### src/rtl/spi_eng_pkg.sv
package spi_eng_pkg;

    typedef enum logic [1:0] {
        ST_IDLE = 2'd0,
        ST_PH_A = 2'd1,
        ST_PH_B = 2'd2
    } phase_e;

endpackage

### src/rtl/spi_eng_sync.sv
module spi_eng_sync #(
    parameter int STAGES = 2
) (
    input  logic clk,
    input  logic rst_n,
    input  logic d,
    output logic q
);
    logic [STAGES-1:0] chain_d, chain_q;

    generate
        if (STAGES == 1) begin : g_single
            always_comb chain_d = d;
        end else begin : g_multi
            always_comb chain_d = {chain_q[STAGES-2:0], d};
        end
    endgenerate

    always_ff @(posedge clk) begin
        if (!rst_n) chain_q <= '0;
        else        chain_q <= chain_d;
    end

    assign q = chain_q[STAGES-1];
endmodule

### src/rtl/spi_eng_timer.sv
module spi_eng_timer #(
    parameter int CNT_W = 18
) (
    input  logic             clk,
    input  logic             rst_n,
    input  logic             load,
    input  logic [CNT_W-1:0] load_val,
    output logic             zero
);
    logic [CNT_W-1:0] cnt_d, cnt_q;

    always_comb begin
        cnt_d = cnt_q;
        if (load)             cnt_d = load_val;
        else if (cnt_q != '0) cnt_d = cnt_q - CNT_W'(1);
    end

    always_ff @(posedge clk) begin
        if (!rst_n) cnt_q <= '0;
        else        cnt_q <= cnt_d;
    end

    assign zero = (cnt_q == '0);

    // a running count only ever moves down by one
    a_r6_count_down: assert property (@(posedge clk) disable iff (!rst_n)
        (!load && cnt_q != '0) |=> (cnt_q == $past(cnt_q) - CNT_W'(1)));
endmodule

### src/rtl/spi_eng_shifter.sv
module spi_eng_shifter #(
    parameter int MAX_BITS = 32,
    parameter int LEN_W    = 5
) (
    input  logic                clk,
    input  logic                rst_n,
    input  logic                load,
    input  logic [LEN_W-1:0]    shamt,
    input  logic [MAX_BITS-1:0] tx_word,
    input  logic                shift,
    input  logic                rx_bit,
    output logic                tx_next,
    output logic [MAX_BITS-1:0] rx_next
);
    logic [MAX_BITS-1:0] tx_d, tx_q;
    logic [MAX_BITS-1:0] rx_d, rx_q;
    logic [MAX_BITS-1:0] aligned;

    always_comb begin
        aligned = tx_word << shamt;
        rx_next = {rx_q[MAX_BITS-2:0], rx_bit};
        tx_d    = tx_q;
        rx_d    = rx_q;
        if (load) begin
            // first bit is driven straight from the port; keep the rest
            tx_d = aligned << 1;
            rx_d = '0;
        end else if (shift) begin
            tx_d = tx_q << 1;
            rx_d = rx_next;
        end
    end

    always_ff @(posedge clk) begin
        if (!rst_n) begin
            tx_q <= '0;
            rx_q <= '0;
        end else begin
            tx_q <= tx_d;
            rx_q <= rx_d;
        end
    end

    assign tx_next = tx_q[MAX_BITS-1];

    // a cleared receive register starts from zero
    a_r9_rx_clear: assert property (@(posedge clk) disable iff (!rst_n)
        load |=> (rx_q == '0));
endmodule

### src/rtl/spi_word_engine.sv
module spi_word_engine #(
    parameter  int MAX_BITS    = 32,
    parameter  int WAIT_W      = 16,
    parameter  int SYNC_STAGES = 2,
    localparam int LEN_W       = $clog2(MAX_BITS)
) (
    input  logic                clk,
    input  logic                rst_n,
    input  logic                cfg_cpol,
    input  logic                cfg_cpha,
    input  logic                start,
    input  logic [MAX_BITS-1:0] tx_word,
    input  logic [LEN_W-1:0]    bit_len,
    input  logic [WAIT_W-1:0]   half_wait,
    input  logic                tx_off,
    input  logic                rx_off,
    input  logic                miso,
    output logic                sck,
    output logic                mosi,
    output logic                busy,
    output logic                done,
    output logic [MAX_BITS-1:0] rx_word
);
    import spi_eng_pkg::*;

    localparam int CNT_W = WAIT_W + 2;

    typedef struct packed {
        phase_e              ph;
        logic                sck;
        logic                mosi;
        logic                cpol;
        logic                cpha;
        logic                tx_off;
        logic                rx_off;
        logic [LEN_W-1:0]    len_idx;
        logic [LEN_W:0]      left;
        logic                busy;
        logic                done;
        logic [MAX_BITS-1:0] rx;
        logic [CNT_W-1:0]    reload;
    } eng_t;

    eng_t q, n;

    logic                miso_s;
    logic                tmr_load, tmr_zero;
    logic [CNT_W-1:0]    tmr_val, new_reload;
    logic                sh_load, sh_shift, rx_bit, tx_next;
    logic [MAX_BITS-1:0] rx_next;
    logic [LEN_W-1:0]    first_idx;
    logic                first_bit;

    spi_eng_sync #(.STAGES(SYNC_STAGES)) u_sync (
        .clk   (clk),
        .rst_n (rst_n),
        .d     (miso),
        .q     (miso_s)
    );

    spi_eng_timer #(.CNT_W(CNT_W)) u_timer (
        .clk      (clk),
        .rst_n    (rst_n),
        .load     (tmr_load),
        .load_val (tmr_val),
        .zero     (tmr_zero)
    );

    spi_eng_shifter #(.MAX_BITS(MAX_BITS), .LEN_W(LEN_W)) u_shift (
        .clk     (clk),
        .rst_n   (rst_n),
        .load    (sh_load),
        .shamt   (~first_idx),
        .tx_word (tx_word),
        .shift   (sh_shift),
        .rx_bit  (rx_bit),
        .tx_next (tx_next),
        .rx_next (rx_next)
    );

    always_comb begin
        // length code 0 wraps to the top index, giving a full-width word
        first_idx  = bit_len - LEN_W'(1);
        first_bit  = tx_word[first_idx];
        new_reload = CNT_W'(half_wait) + CNT_W'(SYNC_STAGES);
        tmr_val    = (q.ph == ST_IDLE) ? new_reload : q.reload;
        rx_bit     = q.rx_off ? 1'b0 : miso_s;

        n        = q;
        n.done   = 1'b0;
        tmr_load = 1'b0;
        sh_load  = 1'b0;
        sh_shift = 1'b0;

        unique case (q.ph)
            ST_IDLE: begin
                n.sck = cfg_cpol;
                if (start) begin
                    n.ph      = ST_PH_A;
                    n.busy    = 1'b1;
                    n.cpol    = cfg_cpol;
                    n.cpha    = cfg_cpha;
                    n.tx_off  = tx_off;
                    n.rx_off  = rx_off;
                    n.len_idx = first_idx;
                    n.left    = {1'b0, first_idx} + (LEN_W+1)'(1);
                    n.reload  = new_reload;
                    n.sck     = cfg_cpha ? ~cfg_cpol : cfg_cpol;
                    tmr_load  = 1'b1;
                    sh_load   = 1'b1;
                    if (!tx_off) n.mosi = first_bit;
                end
            end
            ST_PH_A: begin
                if (tmr_zero) begin
                    n.sck    = ~q.sck;
                    n.ph     = ST_PH_B;
                    tmr_load = 1'b1;
                end
            end
            ST_PH_B: begin
                if (tmr_zero) begin
                    sh_shift = 1'b1;
                    n.left   = q.left - (LEN_W+1)'(1);
                    if (q.left == (LEN_W+1)'(1)) begin
                        n.ph   = ST_IDLE;
                        n.busy = 1'b0;
                        n.done = 1'b1;
                        n.sck  = q.cpol;
                        n.rx   = rx_next;
                    end else begin
                        n.ph     = ST_PH_A;
                        n.sck    = q.cpha ? ~q.cpol : q.cpol;
                        tmr_load = 1'b1;
                        if (!q.tx_off && (tx_next != q.mosi)) n.mosi = tx_next;
                    end
                end
            end
            default: n.ph = ST_IDLE;
        endcase
    end

    always_ff @(posedge clk) begin
        if (!rst_n) begin
            q     <= '0;
            q.sck <= cfg_cpol;
        end else begin
            q <= n;
        end
    end

    assign sck     = q.sck;
    assign mosi    = q.mosi;
    assign busy    = q.busy;
    assign done    = q.done;
    assign rx_word = q.rx;

    // completion is a single-cycle pulse
    a_r10_done_single: assert property (@(posedge clk) disable iff (!rst_n)
        done |=> !done);

    // busy is already low while done is high
    a_r10_done_idle: assert property (@(posedge clk) disable iff (!rst_n)
        done |-> !busy);

    // busy only drops together with a completion
    a_r11_busy_drop: assert property (@(posedge clk) disable iff (!rst_n)
        $fell(busy) |-> done);

    // sck holds while the half-period timer is still running
    a_r6_sck_hold: assert property (@(posedge clk) disable iff (!rst_n)
        (q.ph != ST_IDLE && !tmr_zero) |=> $stable(sck));

    // a transfer with the output disabled leaves mosi alone
    a_r7_tx_quiet: assert property (@(posedge clk) disable iff (!rst_n)
        (busy && q.tx_off) |=> $stable(mosi));

    // mosi moves only at a bit boundary
    a_r12_mosi_boundary: assert property (@(posedge clk) disable iff (!rst_n)
        (busy && !(q.ph == ST_PH_B && tmr_zero)) |=> $stable(mosi));

    // idle sck tracks the polarity input one cycle later
    a_r2_idle_follow: assert property (@(posedge clk) disable iff (!rst_n)
        (!busy && !$past(busy) && !done && !$past(start)) |-> (sck == $past(cfg_cpol)));

    // nothing above the word length in the received word
    a_r9_rx_aligned: assert property (@(posedge clk) disable iff (!rst_n)
        done |-> ((rx_word & ~({MAX_BITS{1'b1}} >> (~q.len_idx))) == '0));
endmodule

### config.mk
export PLATFORM = sky130hd
export DESIGN_NAME = spi_word_engine
export DESIGN_NICKNAME = d
export VERILOG_FILES = /design/src/rtl/spi_eng_pkg.sv /design/src/rtl/spi_eng_sync.sv /design/src/rtl/spi_eng_timer.sv /design/src/rtl/spi_eng_shifter.sv /design/src/rtl/spi_word_engine.sv
export SDC_FILE = /design/constraint.sdc
export NUM_CORES = 1
export LEC_CHECK = 0
export BUFFER_PORTS_ARGS = -buffer_cell sky130_fd_sc_hd__buf_2
export CAP_MARGIN = 20
export CORE_AREA = 2 2 192 194
export CTS_BUF_LIST = sky130_fd_sc_hd__clkbuf_8
export DETAILED_ROUTE_END_ITERATION = 7
export DIE_AREA = 0 0 194 196
export PLACE_DENSITY_LB_ADDON = 0.2
export SLEW_MARGIN = 20
export SYNTH_ARGS = -nofsm -noshare
export SYNTH_HDL_FRONTEND = slang
export SYNTH_HIERARCHICAL = 1
export SYNTH_SLANG_ARGS = --single-unit
### constraint.sdc
create_clock -name clk -period 3.9 [get_ports clk]
set_input_delay 1.17 -clock clk [delete_from_list [all_inputs] [get_ports clk]]
set_output_delay 1.17 -clock clk [all_outputs]
set_load 0.01 [all_outputs]
# Yosys cells after proc, flatten, opt, wreduce, memory -nomap -nowiden
# Cells that the tools add are included.
# totals
regBits,153
elab_cells,95
# classes
addsub,5
magnitude_cmp,1
eq_ne,14
n_shift,1
n_mux,35
bitwise_logic,5
reduce_logical,17
# ops
op,count
18-bit two-way mux,5
69-bit two-way mux,1
32-bit two-way mux,2
40-bit two-way mux,1
34-bit two-way mux,1
33-bit two-way mux,1
32-bit by 5-bit << shifter with 31-bit output,1
20-bit two-way mux,1
18-bit logical NOT,1
18-bit nonzero test,1
18-bit by 1-bit subtractor with 18-bit output (second input constant),1
16-bit by 2-bit adder with 17-bit output (second input constant),1
3-bit AND reduction,5
2-bit inequality test (second input constant),7
7-bit case mux with 2 select lines,1
1-bit two-way mux,13
9-bit two-way mux,1
5-bit by 1-bit adder with 6-bit output (second input constant),1
6-bit by 1-bit equality test with 1-bit output (second input constant),1
5-bit by 6-bit less-than comparator with 1-bit output (second input constant),1
3-bit inequality test (second input constant),2
1-bit case mux with 3 select lines,2
2-bit case mux with 3 select lines,1
6-bit AND reduction,1
other kinds (20),25

# Depth between registers and ports, before layout
# logic_depth
depth_word,7
ltp_mapped,14
depth_no_buf,12

# Cells and area by module
# The synthesis kept the hierarchy.
# modules_own_cells
mod,n_inst,cells_per_inst,area_per_inst_um2,seq_area_each_um2
spi_eng_shifter,1,423,4070.2,1241.2
spi_word_engine,1,481,3757.4,1311.3
spi_eng_timer,1,122,970.9,360.3
spi_eng_sync,1,4,52.6,40.0

# Worst setup path before layout
# No wires, ideal clock.
# synth_path
path_kind,input -> register
start,input port bit_len[0]
end,register u_shift.tx_q[18]
setup_ps,122
arrival_ps,3454
t_required_ps,3778
setup_slack_ps,324
path_stages,13
n_path_buf,4
cell_sequence,buf_2 > inv_1 > ha_1 > xor2_1 > buf_6 > inv_1 > clkbuf_1 > buf_2 > mux4_2 > mux2i_1 > mux2i_1 > a221oi_1 > nor2_1
# synth_via
elab_chain_cells,4
# synth_lines
element,line_no,rtl
from (decl),spi_word_engine.sv:13,"input logic [LEN_W-1:0] bit_len,"
5-bit by 1-bit subtractor with 5-bit output,spi_word_engine.sv:83,first_idx = bit_len - LEN_W'(1);
5-bit NOT,spi_word_engine.sv:73,".shamt (~first_idx),"
32-bit by 5-bit << shifter with 31-bit output,spi_eng_shifter.sv:20,aligned = tx_word << shamt;
32-bit two-way mux,spi_eng_shifter.sv:24,if (load) begin
to (signal assigned),spi_eng_shifter.sv:39,tx_q <= tx_d;
to (decl),spi_eng_shifter.sv:15,"logic [MAX_BITS-1:0] tx_d, tx_q;"
# Every way passes these cells.
# A chain may end at the register's enable or synchronous reset.

# Worst setup path in the final report
# layout_path
start,register u_timer.cnt_q[0]
end,register u_shift.tx_q[21]
# layout_via
elab_chain_cells,4
# layout_lines
element,line_no,rtl
from (decl),spi_eng_timer.sv:10,"logic [CNT_W-1:0] cnt_d, cnt_q;"
from (signal assigned),spi_eng_timer.sv:20,else cnt_q <= cnt_d;
18-bit logical NOT,spi_eng_timer.sv:23,assign zero = (cnt_q == '0);
named net tmr_zero,spi_word_engine.sv:47,"logic tmr_load, tmr_zero;"
1-bit two-way mux,spi_word_engine.sv:122,if (tmr_zero) begin
1-bit two-way mux,spi_word_engine.sv:95,unique case (q.ph)
named net sh_shift,spi_word_engine.sv:49,"logic sh_load, sh_shift, rx_bit, tx_next;"
2-bit nonzero test (no source line),--,
# The timed path passes the listed nets, and every way through them passes these cells.

==> reports/qor.yml <==
fin_crit_ns: 3.23
dr_total_vias: 7402
synth_fa_ha_area_frac: 0.0155
htree_levels: 4
grt_pass1_vias: 7208
yosys-mux-area-fraction: 0.208
ys_ff_latch: 147
placed_cells: 1523
dieArea_um2: 38000
crit_path_max_incr_delay_ns: 0.38
tightest_slew_ns: 0.752
path_class: "register to register"
synth_area_um2: 8850
rr_endpoint: "u_shift/tx_q[21]"
layout_common_cells: "dfxtp_1 (146), nand2_1 (134), nor2_1 (108)"
rows: 70
drv_cap: 0
cts_tree: "built"
ys_warn_count: 6
holdPathStages: 1
wl_per_cell_um: 15.9
die_w_um: 194
p_leak_nw: 3.68
dp_hpwl_mm: 17.7
clock_latency_ns: 0.47
cts_setup_buffers: 0
synthDistinctLibCells: 71
antenna_found_initial: 0
die-height_um: 196
whs_endpoint: "u_sync/chain_q[1]"
ff2ff_path_depth: 14
start_kind: "register"
slowest_stage: "nor4b_2"
grt_max_degree: 53
r2r_start: "u_timer/cnt_q[0]"
critPathCaptureType: "register"
synth-simple-area-share: 0.171
synth_compound_area_frac: 0.162
nets: 1146
cts_sinks: 147
ctsHoldBuffers: 0
n_antenna_cell: 0
setup_viol: 0
via_per_inst: 4.76
synth_top_family_by_area: "multiplexers"
cp_common_cell: "buf_4"
fmax_ghz: 0.310
rrSetupSlack_ns: 0.67
syn_avg_cell_area_um2: 8.59
ant_nets: 0
final_layout_size_suffix_gt1_frac: 0.213
path_cells: "inv_1, ha_1, nor4b_2, nand3_1, buf_4, or2_4, clkinv_2, nand2_1, inv_2, buf_12, or2_0, buf_4, o21ai_0, o22ai_1"
core-area_um2: 36100
synthToLayoutAreaGrowth_pct: 13.7
finalClockSkew_ns: 0.0212
holdCritPathClass: "register to register"
dr.pass1.iters: 5
synth_enable_flop_cells: 1
syn_inst: 1030
start_util: 0.245
final_max_slew_viol_count: 0
min_from: "u_sync/chain_q[0]"
cts_buffers: 17
clkTransAtPathRegs_ns: 0.10
status: "completed"
cts_root_buffer: "clkbuf_8"
synth-seq-area-share: 0.334
grt_usage: 0.131
rsz0062_at_grt: "false"
synth_nets: 1102
overflow: 0
cts_buffer_depth: 2
period_share: 0.827
hold-worst-slack_ns: 0.449
ios: 97
cp.arrival_ns: 3.62
drc_errors: 0
numPortBuffers: 96
final_common_cell: "dfxtp_1"
crit_fanout: 52
synth-main-ff-cell: "dfxtp_1"
gp_congestion: 0.809
tns_ns: 0
finalWirelength_mm: 24.7
synth-xor-area-share: 0.0287
finalNonFillerCells: 1555
worstPathRequired_ns: 4.30
peakVddDrop_uv: 204
power_per_cell_area_nw_per_um2: 425
grt_pass1_wl_mm: 40.2
drtIter0Drc: 402
async_reset_ff_frac: 0
hold_violations: 0
post_cts_resize_count: 0
slew_headroom: 0.494
stage by stage:
stage	utilization	setup WS (ns)	total power, mW	instance area (um^2)
floorplan	-	0.324	2.65	8850
CTS	0.279	0.664	4.35	10100
finish	0.279	0.675	4.28	10100
global route	0.279	0.387	4.57	10100
global placement	0.267	0.412	3.03	9640
detailed placement	0.267	0.366	3.02	9640
cells by family (layout without fill, tap and decap cells):
logic type / count (synthesis) / in the layout
fa+ha+maj: 11 / 11
compound gates: 241 / 241
mux: 124 / 124
buf+inv: 140 / 197
flops: 147 / 147
other cells: 1 / 1
simple gates: 337 / 337
xor+xnor: 29 / 29
where the power goes:
| part | leakage (nW) | switching [mW] | internal (mW) |
|---|---|---|---|
| logic | 2.27 | 0.717 | 0.522 |
| registers | 1.20 | 0.109 | 1.64 |
| clock network | 0.208 | 0.692 | 0.601 |
| total | 3.68 | 1.52 | 2.76 |
metal layers:
| layer | track usage | routed length (um) |
|---|---|---|
| met1 | 0.186 | 12400 |
| met4 | 0.0410 | 377 |
| met2 | 0.202 | 10800 |
| met3 | 0.0234 | 1040 |
| met5 | 0 | 0 |
final cells by class:
cell class	count	area [um^2]
multi-input combinational	743	5200
tap	468	586
timing repair buffer	127	763
sequential	147	2950
clock buffer	17	234
fill	3967	26000
clock inverter	15	184
inverter	38	144
worst max path at each step:
stage                             to  depth (start not counted)  slack, ns             start
floorplan           u_shift/tx_q[18]                         13       0.32        bit_len[0]
global placement    u_shift/tx_q[25]                          7       0.41        bit_len[0]
detailed placement  u_shift/tx_q[25]                          7       0.37        bit_len[0]
CTS                 u_shift/tx_q[21]                         14       0.66  u_timer/cnt_q[0]
global route             rx_word[29]                         14       0.39  u_timer/cnt_q[0]
finish              u_shift/tx_q[21]                         14       0.67  u_timer/cnt_q[0]
synthesized netlist by cell type (7+ instances only):
master | count | area [um^2]
mux4_2 | 39 | 878
o22ai_1 | 13 | 81.3
nor2_1 | 109 | 409
o21ai_0 | 55 | 275
buf_1 | 8 | 30.0
a211oi_1 | 18 | 135
clkbuf_1 | 36 | 135
nor4_1 | 8 | 50.1
xnor2_1 | 22 | 193
mux2i_1 | 64 | 641
o211ai_1 | 8 | 60.1
nor2b_1 | 9 | 56.3
dfxtp_1 | 146 | 2920
a21oi_1 | 101 | 505
xor2_1 | 7 | 61.3
nand2_1 | 134 | 503
mux2_2 | 14 | 158
buf_4 | 33 | 248
ha_1 | 11 | 138
nor3_1 | 13 | 65.1
inv_1 | 36 | 135
buf_2 | 20 | 100
nand4_1 | 7 | 43.8
nand3_1 | 17 | 85.1
sequential cells by signal, summed over array words and instances (netlist names):
register / cells
busy: 1
u_timer/cnt_q: 18
u_shift/rx_q: 31
q: 29
sck: 1
rx_word: 32
u_shift/tx_q: 31
mosi: 1
u_sync/chain_q: 2
done: 1
critical path, delay by kind of cell (launching register included):
family	cells	cell delay (ns)
AND/OR/NAND/NOR	5	1.25
buffers and inverters	6	1.05
adder cells (fa/ha/maj)	1	0.23
flip-flops	1	0.35
AO/OA/AOI/OAI	2	0.27
Note: power is estimated with default switching activity, not from simulation.
